<file path="src/rtl/rob_commit_pkg.sv">
package rob_commit_pkg;

    typedef struct packed {
        logic rdy;
        logic vec;
        logic som;
        logic eom;
    } rob_uop_t;

    typedef enum logic [1:0] {
        OCC_EMPTY,
        OCC_PARTIAL,
        OCC_FULL
    } occ_state_e;

endpackage

</file>
<file path="src/rtl/rob_commit_ring.sv">
module rob_commit_ring
    import rob_commit_pkg::*;
#(
    parameter int DEPTH  = 16,
    parameter int PORTS  = 8,
    parameter int RCNT_W = 4,
    localparam int PTR_W = $clog2(DEPTH),
    localparam int OCC_W = PTR_W + 1
) (
    input  logic                 clk,
    input  logic                 rst_n,
    input  logic                 flush,
    input  logic                 alloc_valid,
    input  rob_uop_t             alloc_uop,
    output logic                 alloc_ready,
    output logic [PTR_W-1:0]     alloc_idx,
    input  logic                 done_valid,
    input  logic [PTR_W-1:0]     done_idx,
    input  logic [RCNT_W-1:0]    retire_n,
    output rob_uop_t [PORTS-1:0] win,
    output logic [OCC_W-1:0]     occ,
    output logic                 buf_empty
);

    rob_uop_t          slots [DEPTH];
    logic [OCC_W-1:0]  head_q, tail_q;
    logic [PTR_W-1:0]  head_idx, done_off;
    logic [OCC_W-1:0]  occ_next;
    logic              alloc_fire, done_hit;
    occ_state_e        state_q, state_d;

    assign head_idx   = head_q[PTR_W-1:0];
    assign alloc_idx  = tail_q[PTR_W-1:0];
    assign occ        = tail_q - head_q;
    assign alloc_fire = alloc_valid && alloc_ready;
    assign done_off   = done_idx - head_idx;
    assign done_hit   = done_valid && ({1'b0, done_off} < occ);

    // Window of the oldest PORTS entries, head first
    for (genvar k = 0; k < PORTS; k++) begin : g_win
        assign win[k] = slots[head_idx + PTR_W'(k)];
    end

    // Entry storage and pointers
    always_ff @(posedge clk or negedge rst_n) begin
        if (!rst_n) begin
            head_q <= '0;
            tail_q <= '0;
            for (int i = 0; i < DEPTH; i++) slots[i] <= '0;
        end else if (flush) begin
            head_q <= '0;
            tail_q <= '0;
            for (int i = 0; i < DEPTH; i++) slots[i].rdy <= 1'b0;
        end else begin
            head_q <= head_q + OCC_W'(retire_n);
            if (done_hit) slots[done_idx].rdy <= 1'b1;
            if (alloc_fire) begin
                slots[alloc_idx] <= alloc_uop;
                tail_q           <= tail_q + OCC_W'(1);
            end
        end
    end

    always_comb begin
        occ_next = occ - OCC_W'(retire_n) + OCC_W'(alloc_fire);
    end

    // Occupancy state register
    always_ff @(posedge clk or negedge rst_n) begin
        if (!rst_n) state_q <= OCC_EMPTY;
        else        state_q <= state_d;
    end

    // Occupancy transitions
    always_comb begin
        state_d = state_q;
        unique case (state_q)
            OCC_EMPTY: begin
                if (alloc_fire) state_d = OCC_PARTIAL;
            end
            OCC_PARTIAL: begin
                if (flush)                           state_d = OCC_EMPTY;
                else if (occ_next == OCC_W'(DEPTH))  state_d = OCC_FULL;
                else if (occ_next == '0)             state_d = OCC_EMPTY;
            end
            OCC_FULL: begin
                if (flush)                           state_d = OCC_EMPTY;
                else if (occ_next != OCC_W'(DEPTH))  state_d = OCC_PARTIAL;
            end
            default: state_d = OCC_EMPTY;
        endcase
    end

    // Outputs of the occupancy machine
    always_comb begin
        alloc_ready = (state_q != OCC_FULL) && !flush;
        buf_empty   = (state_q == OCC_EMPTY);
    end

endmodule

</file>
<file path="src/rtl/rob_commit_scan.sv">
module rob_commit_scan
    import rob_commit_pkg::*;
#(
    parameter int PORTS    = 8,
    parameter int COMMIT_W = 4,
    parameter int RCNT_W   = 4,
    parameter int OCC_W    = 5
) (
    input  logic                 flush,
    input  rob_uop_t [PORTS-1:0] win,
    input  logic [OCC_W-1:0]     occ,
    output logic [PORTS-1:0]     retire_vld,
    output logic [RCNT_W-1:0]    retire_n,
    output logic [RCNT_W-1:0]    insn_n
);

    logic [RCNT_W-1:0] spent;
    logic              halt;

    always_comb begin
        retire_vld = '0;
        retire_n   = '0;
        insn_n     = '0;
        spent      = '0;
        halt       = flush;
        for (int k = 0; k < PORTS; k++) begin
            if (!halt) begin
                if ((OCC_W'(k) < occ) && win[k].rdy &&
                    (spent < RCNT_W'(COMMIT_W))) begin
                    retire_vld[k] = 1'b1;
                    retire_n      = retire_n + RCNT_W'(1);
                    if (win[k].eom) insn_n = insn_n + RCNT_W'(1);
                    if (!win[k].vec || win[k].som) spent = spent + RCNT_W'(1);
                end else begin
                    halt = 1'b1;
                end
            end
        end
    end

endmodule

</file>
<file path="src/rtl/rob_commit_tally.sv">
module rob_commit_tally #(
    parameter int RCNT_W = 4,
    parameter int CNT_W  = 32
) (
    input  logic              clk,
    input  logic              rst_n,
    input  logic [RCNT_W-1:0] retire_n,
    input  logic [RCNT_W-1:0] insn_n,
    output logic [CNT_W-1:0]  uop_total,
    output logic [CNT_W-1:0]  insn_total
);

    always_ff @(posedge clk or negedge rst_n) begin
        if (!rst_n) begin
            uop_total  <= '0;
            insn_total <= '0;
        end else begin
            uop_total  <= uop_total  + CNT_W'(retire_n);
            insn_total <= insn_total + CNT_W'(insn_n);
        end
    end

endmodule

</file>
<file path="src/rtl/rob_commit_throttle.sv">
module rob_commit_throttle
    import rob_commit_pkg::*;
#(
    parameter int DEPTH    = 16,
    parameter int COMMIT_W = 4,
    parameter int PORTS    = 8,
    parameter int CNT_W    = 32,
    localparam int PTR_W   = $clog2(DEPTH),
    localparam int RCNT_W  = $clog2(PORTS + 1)
) (
    input  logic              clk,
    input  logic              rst_n,
    input  logic              flush,
    input  logic              alloc_valid,
    input  logic              alloc_vec,
    input  logic              alloc_som,
    input  logic              alloc_eom,
    input  logic              alloc_rdy,
    output logic              alloc_ready,
    output logic [PTR_W-1:0]  alloc_idx,
    input  logic              done_valid,
    input  logic [PTR_W-1:0]  done_idx,
    output logic [PORTS-1:0]  retire_vld,
    output logic [RCNT_W-1:0] retire_uops,
    output logic [RCNT_W-1:0] retire_insns,
    output logic              buf_empty,
    output logic [CNT_W-1:0]  uop_total,
    output logic [CNT_W-1:0]  insn_total
);

    localparam int OCC_W = PTR_W + 1;

    rob_uop_t             new_uop;
    rob_uop_t [PORTS-1:0] win;
    logic [OCC_W-1:0]     occ;

    assign new_uop = '{rdy: alloc_rdy, vec: alloc_vec, som: alloc_som, eom: alloc_eom};

    rob_commit_ring #(
        .DEPTH  (DEPTH),
        .PORTS  (PORTS),
        .RCNT_W (RCNT_W)
    ) i_ring (
        .clk         (clk),
        .rst_n       (rst_n),
        .flush       (flush),
        .alloc_valid (alloc_valid),
        .alloc_uop   (new_uop),
        .alloc_ready (alloc_ready),
        .alloc_idx   (alloc_idx),
        .done_valid  (done_valid),
        .done_idx    (done_idx),
        .retire_n    (retire_uops),
        .win         (win),
        .occ         (occ),
        .buf_empty   (buf_empty)
    );

    rob_commit_scan #(
        .PORTS    (PORTS),
        .COMMIT_W (COMMIT_W),
        .RCNT_W   (RCNT_W),
        .OCC_W    (OCC_W)
    ) i_scan (
        .flush      (flush),
        .win        (win),
        .occ        (occ),
        .retire_vld (retire_vld),
        .retire_n   (retire_uops),
        .insn_n     (retire_insns)
    );

    rob_commit_tally #(
        .RCNT_W (RCNT_W),
        .CNT_W  (CNT_W)
    ) i_tally (
        .clk        (clk),
        .rst_n      (rst_n),
        .retire_n   (retire_uops),
        .insn_n     (retire_insns),
        .uop_total  (uop_total),
        .insn_total (insn_total)
    );

endmodule

</file>
<file path="config.mk">
export PLATFORM = sky130hd
export DESIGN_NAME = rob_commit_throttle
export DESIGN_NICKNAME = d
export VERILOG_FILES = /design/src/rtl/rob_commit_pkg.sv /design/src/rtl/rob_commit_ring.sv /design/src/rtl/rob_commit_scan.sv /design/src/rtl/rob_commit_tally.sv /design/src/rtl/rob_commit_throttle.sv
export SDC_FILE = /design/constraint.sdc
export NUM_CORES = 1
export LEC_CHECK = 0
export ABC_AREA = 1
export BUFFER_PORTS_ARGS = -buffer_cell sky130_fd_sc_hd__buf_2
export CAP_MARGIN = 40
export CORE_MARGIN = 4
export CORE_UTILIZATION = 35
export CTS_CLUSTER_DIAMETER = 120
export DETAILED_ROUTE_END_ITERATION = 6
export HOLD_SLACK_MARGIN = 0.06
export RECOVER_POWER = 100
export SYNTH_ARGS = -nofsm -noshare
export SYNTH_HDL_FRONTEND = slang
export SYNTH_SLANG_ARGS = --single-unit
</file>
<file path="constraint.sdc">
create_clock -name clk -period 11.75 [get_ports clk]
set_input_delay 2.35 -clock clk [delete_from_list [all_inputs] [get_ports clk]]
set_output_delay 2.35 -clock clk [all_outputs]
set_load 0.02 [all_outputs]
</file>
; After elaboration in Yosys (flattened, before gate mapping)
; Index checks and enable logic that the tools add are counted.
[word_totals]
reg_bits = 140
in_bits = 13
output_inout_bits = 86
elab_cells = 339
[classes]
addsub = 35
magnitude_cmp = 28
n_eq_ne = 8
muxes = 150
bitwise = 10
n_reduce_logical = 39
[op_table]
columns = operator, count
row1 = 4-bit 2-to-1 mux, 76
row2 = 64-bit 2-to-1 mux, 3
row3 = 4-bit binary-select mux with 4-bit select, 8
row4 = 64-bit bitwise mux, 2
row5 = 4-bit by 1-bit adder with 4-bit output (second input constant), 21
row6 = 32-bit by 4-bit adder with 32-bit output, 2
row7 = 5-bit >= comparator (second input constant), 10
row8 = 4-bit NOT with 5-bit output, 10
row9 = 1-bit 2-to-1 mux, 49
row10 = 4-bit demux with 4-bit select, 2
row11 = 4-bit by 3-bit less-than comparator with 1-bit output (second input constant), 7
row12 = 1-bit logical AND, 20
row13 = 3-bit by 5-bit less-than comparator with 1-bit output (first input constant), 4
row14 = 4-bit by 3-bit adder with 4-bit output (second input constant), 4
row15 = 5-bit 2-to-1 mux, 3
row16 = 2-bit 2-to-1 mux, 6
row17 = 1-bit by 5-bit less-than comparator with 1-bit output (first input constant), 2
row18 = 2-bit by 5-bit less-than comparator with 1-bit output (first input constant), 2
row19 = 5-bit by 1-bit less-than comparator with 1-bit output (second input constant), 2
row20 = 4-bit by 2-bit adder with 4-bit output (second input constant), 2
row21 = 1-bit zero test, 8
row22 = 1-bit logical OR, 7
row23 = 2-bit one-hot mux with 3 select lines, 1
row24 = 5-bit by 1-bit adder with 5-bit output, 1
row25 = 18 further kinds, 18

; Longest topological paths before layout
[logic_depth]
word_depth = 44
ltp_mapped = 57
ltp_nobuf = 54

; Modules after synthesis
; From an unflattened synthesis, not the netlist that was laid out.
[unflattened]
cells_unflattened = 1923
area_unflattened_um2 = 12416.9
[modules_own_cells]
columns = mod, n_inst, cells_per_inst, area_per_inst_um2, seq_area_each_um2
row1 = rob_commit_ring, 1, 1068, 6885.4, 1901.8
row2 = rob_commit_tally, 1, 514, 3801.1, 1601.5
row3 = rob_commit_scan, 1, 341, 1730.4, 0.0

; Least setup slack after synthesis
; Ideal clock, no wire load.
[synth_timing]
kind = input to register
startpoint = input flush
endpoint = register i_tally.uop_total[30]
arrival_ns = 9.080
slack_ns = 2.541
stages = 47
cell_sequence = clkbuf_1 inv_1 nand2_1 nor2_4 nand2_4 a31oi_1 ha_1 nand2_1 nand2_1 ha_1 nor3_1 a21oi_1 ha_1 inv_1 nand2_1 o21ai_0 inv_1 ha_1 [... 11 more ...] nand4_1 xor2_1 ha_1 nand2_1 nor2_1 a211oi_1 nor2_1 nand3_1 inv_1 nand3_1 nand3b_1 nor3_1 nand4_1 nor2_1 nand3_1 nor2_1 nand3_1 xnor2_1
[synth_via]
elab_chain_len = 30
word_cells_on_any_way = 75
[synth_lines]
columns = element, line
row1 = from (decl), rob_commit_throttle.sv:13  ; input logic flush,
row2 = 4-bit 2-to-1 mux, rob_commit_scan.sv:27  ; if (!halt) begin
row3 = 4-bit by 1-bit adder with 4-bit output / 4-bit by 3-bit less-than comparator with 1-bit output (equally long branches), "rob_commit_scan.sv:33, rob_commit_scan.sv:29"
row4 = 4-bit 2-to-1 mux / 1-bit logical AND (equally long branches), "rob_commit_scan.sv:33, rob_commit_scan.sv:28"
row5 = 4-bit 2-to-1 mux, rob_commit_scan.sv:28  ; if ((OCC_W'(k) < occ) && win[k].rdy &&
row6 = 4-bit 2-to-1 mux, rob_commit_scan.sv:27
row7 = 4-bit by 1-bit adder with 4-bit output / 4-bit by 3-bit less-than comparator with 1-bit output (equally long branches), "rob_commit_scan.sv:33, rob_commit_scan.sv:29"
row8 = 4-bit 2-to-1 mux / 1-bit logical AND (equally long branches), "rob_commit_scan.sv:33, rob_commit_scan.sv:28"
row9 = 4-bit 2-to-1 mux, rob_commit_scan.sv:28
row10 = [... 15 more ...], -
row11 = 4-bit 2-to-1 mux, rob_commit_scan.sv:28
row12 = 4-bit 2-to-1 mux, rob_commit_scan.sv:27
row13 = 4-bit by 3-bit less-than comparator with 1-bit output, rob_commit_scan.sv:29  ; (spent < RCNT_W'(COMMIT_W))) begin
row14 = 1-bit logical AND, rob_commit_scan.sv:28
row15 = 4-bit 2-to-1 mux, rob_commit_scan.sv:28
row16 = 4-bit 2-to-1 mux (*), rob_commit_scan.sv:27
row17 = via retire_uops[2], rob_commit_throttle.sv:24  ; output logic [RCNT_W-1:0] retire_uops,
row18 = 32-bit by 4-bit adder with 32-bit output (*), rob_commit_tally.sv:18  ; uop_total <= uop_total + CNT_W'(retire_n);
row19 = to (signal assigned), rob_commit_tally.sv:18
row20 = to (decl), rob_commit_tally.sv:9  ; output logic [CNT_W-1:0] uop_total,
; Mark *: on every way through the listed nets, which the timed path passes. The rest lies on a longest branch.
; A chain may end at the register's enable or synchronous reset.

; Worst setup path in the final report
[layout_timing]
startpoint = register i_ring.head_q[0]
endpoint = output retire_uops[2]
[layout_via]
elab_chain_len = 37
word_cells_on_any_way = 148
[layout_lines]
columns = element, line
row1 = from (decl), rob_commit_ring.sv:26  ; logic [OCC_W-1:0] head_q, tail_q;
row2 = from (signal assigned), rob_commit_ring.sv:55  ; head_q <= head_q + OCC_W'(retire_n);
row3 = branches (longest 36 deep; another with 5-bit subtractor), -
row4 = 4-bit 2-to-1 mux (*), rob_commit_scan.sv:27
row5 = to (decl), rob_commit_throttle.sv:24
; Every way passes the cells marked *. The select of a mux whose other input is x is not followed.

==> results.ini <==
[layout]
areaGrowthSynthToFinish_pct = 10.8
final_core_util_pct = 39.4
n_antenna_cell = 0
drive_above_1_share_pct = 6.20
final_cell_mix = nand2_1 (500), nand3_1 (192), inv_1 (179), dfrtp_1 (139), nor2_1 (122)
final_area_sq_um = 12100
mostFrequentLayoutCell = nand2_1
nets = 1742

[global_route]
grt_pass1_wl_um = 53000
grt_usage_pct = 19.5
grt_pass1_vias = 9927
grt_max_degree = 68
grt_antenna_before_repair = 0
grt.overflow.total = 0

[run]
cap_violations = 2

[pwr]
power_density_nw_per_um2 = 118
p_leak_nw = 6.23
switching_share_pct = 36.2
clockPowerShare_pct = 36.8
power.total_w = 0.00144
p_switching_w = 0.000520
seqPwrFrac_pct = 37.9
intPower_w = 0.000916
max-vdd-ir-drop_uv = 92.7
power_frac_comb_pct = 25.3

[outcome]
violations = max-capacitance violations, max-slew violations
outcome = finished with violations

[setup_path]
cp.required_ns = 9.40
criticalPathCategory = reg2out
cp_max_fo = 54
critPathCaptureType = output pin
critPathSlowestCell = inv_1
cp.arrival_ns = 8.03
slowest_delay_ns = 0.83
start_kind = register

[die]
io_pins = 99
die_area_sq_um = 34200
die_y_um = 185
initial_core_util_pct = 35.6
coreArea_sq_um = 30700
fp-row-count = 64
fp.dieW_um = 185

[logic_synthesis]
yosysSeqAreaShare_pct = 32.0
syn-cell-area_sq_um = 10900
synth-main-ff-cell = dfrtp_1
ys_ff_latch = 140
yosysWarnings = 0
synth_cell_types = 56
syn_nets = 1665
async_flop_share_pct = 100
postSynthCellCount = 1588
synth_area_per_cell_sq_um = 6.89
synth_edf_count = 0

[clock_network]
cts_buffers = 17
clock_sinks = 140
clk_pin_slew_ns = 0.07
htreeDepth = 4
post_cts_buffers = 0
postCtsHoldBufs = 0
cts_resized = 0
clockBufferDepth = 2
worstSkewPairLatency_ns = 0.44
cts_tree = built
cts_root_buf = clkbuf_16

[sta]
fin_skew_ns = 0.0120
worst_pin_slew_ns = 3.80
setup-tns-final_ns = 0
rsz0062_at_grt = no
max_slew_margin_pct = -153
setup_slack_ns = 1.37
period_minus_slack_ns = 10.38
finalHoldViolations = 0
setup_viol = 0
fin_crit_sh_pct = 88.3
slew_viol_final = 125
fmax_mhz = 96.4

[route]
drt_iter0_markers = 927
drtAntennaViolNets = 0
first_pass_iters = 6
vias_per_cell = 5.12
drc = 0
totalWireLength_um = 33100
route.vias.total = 10600
avgRoutedWirePerCell_um = 16.0

[placement]
place_worst_setup_slack_ns = 1.90
dp_hpwl_um = 25700
placed_area_sq_um = 11700
gp_congestion = 0.941
io_buffers = 98

[hold_path]
min_path_type = reg2reg

## kinds of logic (layout without fill, tap and decap cells)
logic type / after synthesis / in the layout / synth area share [%]
and+or+nand+nor: 897 / 897 / 36.1
DFF: 140 / 140 / 32.0
AOI/OAI and AO/OA: 172 / 172 / 9.13
xor gates and xnor gates: 70 / 70 / 5.67
adders and majority gates: 64 / 64 / 7.73
buffers and inverters: 245 / 335 / 9.39
## flip-flops by register name (all words and copies together) (netlist names)
| signal | count |
|---|---|
| i_ring.slots | 64 |
| i_tally.uop_total | 32 |
| i_ring.tail_q | 5 |
| i_tally.insn_total | 32 |
| i_ring.state_q | 2 |
| i_ring.head_q | 5 |
## worst paths after layout
path	from	end	slack (ns)	cells after the start
setup / recovery	i_ring.head_q[0]	retire_uops[2]	1.37	34
hold / removal	i_tally.insn_total[31]	i_tally.insn_total[31]	0.48	1
setup reg to reg	i_ring.head_q[0]	i_tally.insn_total[30]	1.59	46
hold reg to reg	i_tally.insn_total[31]	i_tally.insn_total[31]	0.48	1
max in group asynchronous	rst_n	i_ring.head_q[0]	3.26	3
min in group asynchronous	rst_n	i_ring.slots[62]	3.23	1
## per-layer routing
metal  track usage [%]  vias to the layer above  wire (um)
li1                  -                     5264          -
met1              27.2                     4955      15100
met2              30.1                      331      14700
met3              3.30                       65       2060
met4              7.72                        0       1200
met5                 0                        -          0
## critical path: cells and delay by family, from the launching register on
kind | cells | cell delay [ns]
fa+ha+maj | 7 | 2.12
buf+inv | 9 | 2.00
compound gates | 8 | 1.73
simple gates | 9 | 0.86
flops | 1 | 0.42
xor+xnor | 1 | 0.38
## area by class of cell
type	instances	area, sq um
Clock buffer	19	453
Clock inverter	13	128
Fill cell	3311	18600
Inverter	198	746
Multi-Input combinational cell	1203	6370
Sequential cell	140	3500
Tap cell	396	495
Timing Repair Buffer	105	429
## metrics by stage
step	hold slack [ns]	std cells
6_report	0.476	2074
5_1_grt	0.490	2074
4_1_cts	0.478	2074
3_5_place_dp	0.464	2042
3_3_place_gp	0.451	2040
2_1_floorplan	0.455	1588
## synth_stat cells, types with 8 or more instances
| library cell | instances | share of area, % |
|---|---|---|
| nand2_1 | 498 | 17 |
| nand3_1 | 192 | 8.8 |
| inv_1 | 174 | 6.0 |
| dfrtp_1 | 140 | 32 |
| nor2_1 | 121 | 4.1 |
| o21ai_0 | 78 | 3.6 |
| ha_1 | 58 | 6.6 |
| a21oi_1 | 48 | 2.2 |
| xor2_1 | 43 | 3.4 |
| xnor2_1 | 26 | 2.1 |
| inv_2 | 20 | 0.69 |
| nand4_1 | 20 | 1.1 |
| nor3_1 | 17 | 0.78 |
| clkbuf_1 | 14 | 0.48 |
| buf_4 | 11 | 0.75 |
| buf_2 | 10 | 0.46 |
| nor2_2 | 9 | 0.51 |
| a31oi_1 | 8 | 0.46 |
## power by group through the flow
stage          logic, W  clock network (W)  registers, W
6_report       0.000364           0.000529      0.000544
5_1_grt        0.000407           0.000561      0.000548
4_1_cts        0.000368           0.000539      0.000544
3_5_place_dp   0.000367                  0      0.000553
3_3_place_gp   0.000359                  0      0.000552
2_1_floorplan  0.000246                  0      0.000556
(Power assumes the default switching activity.)
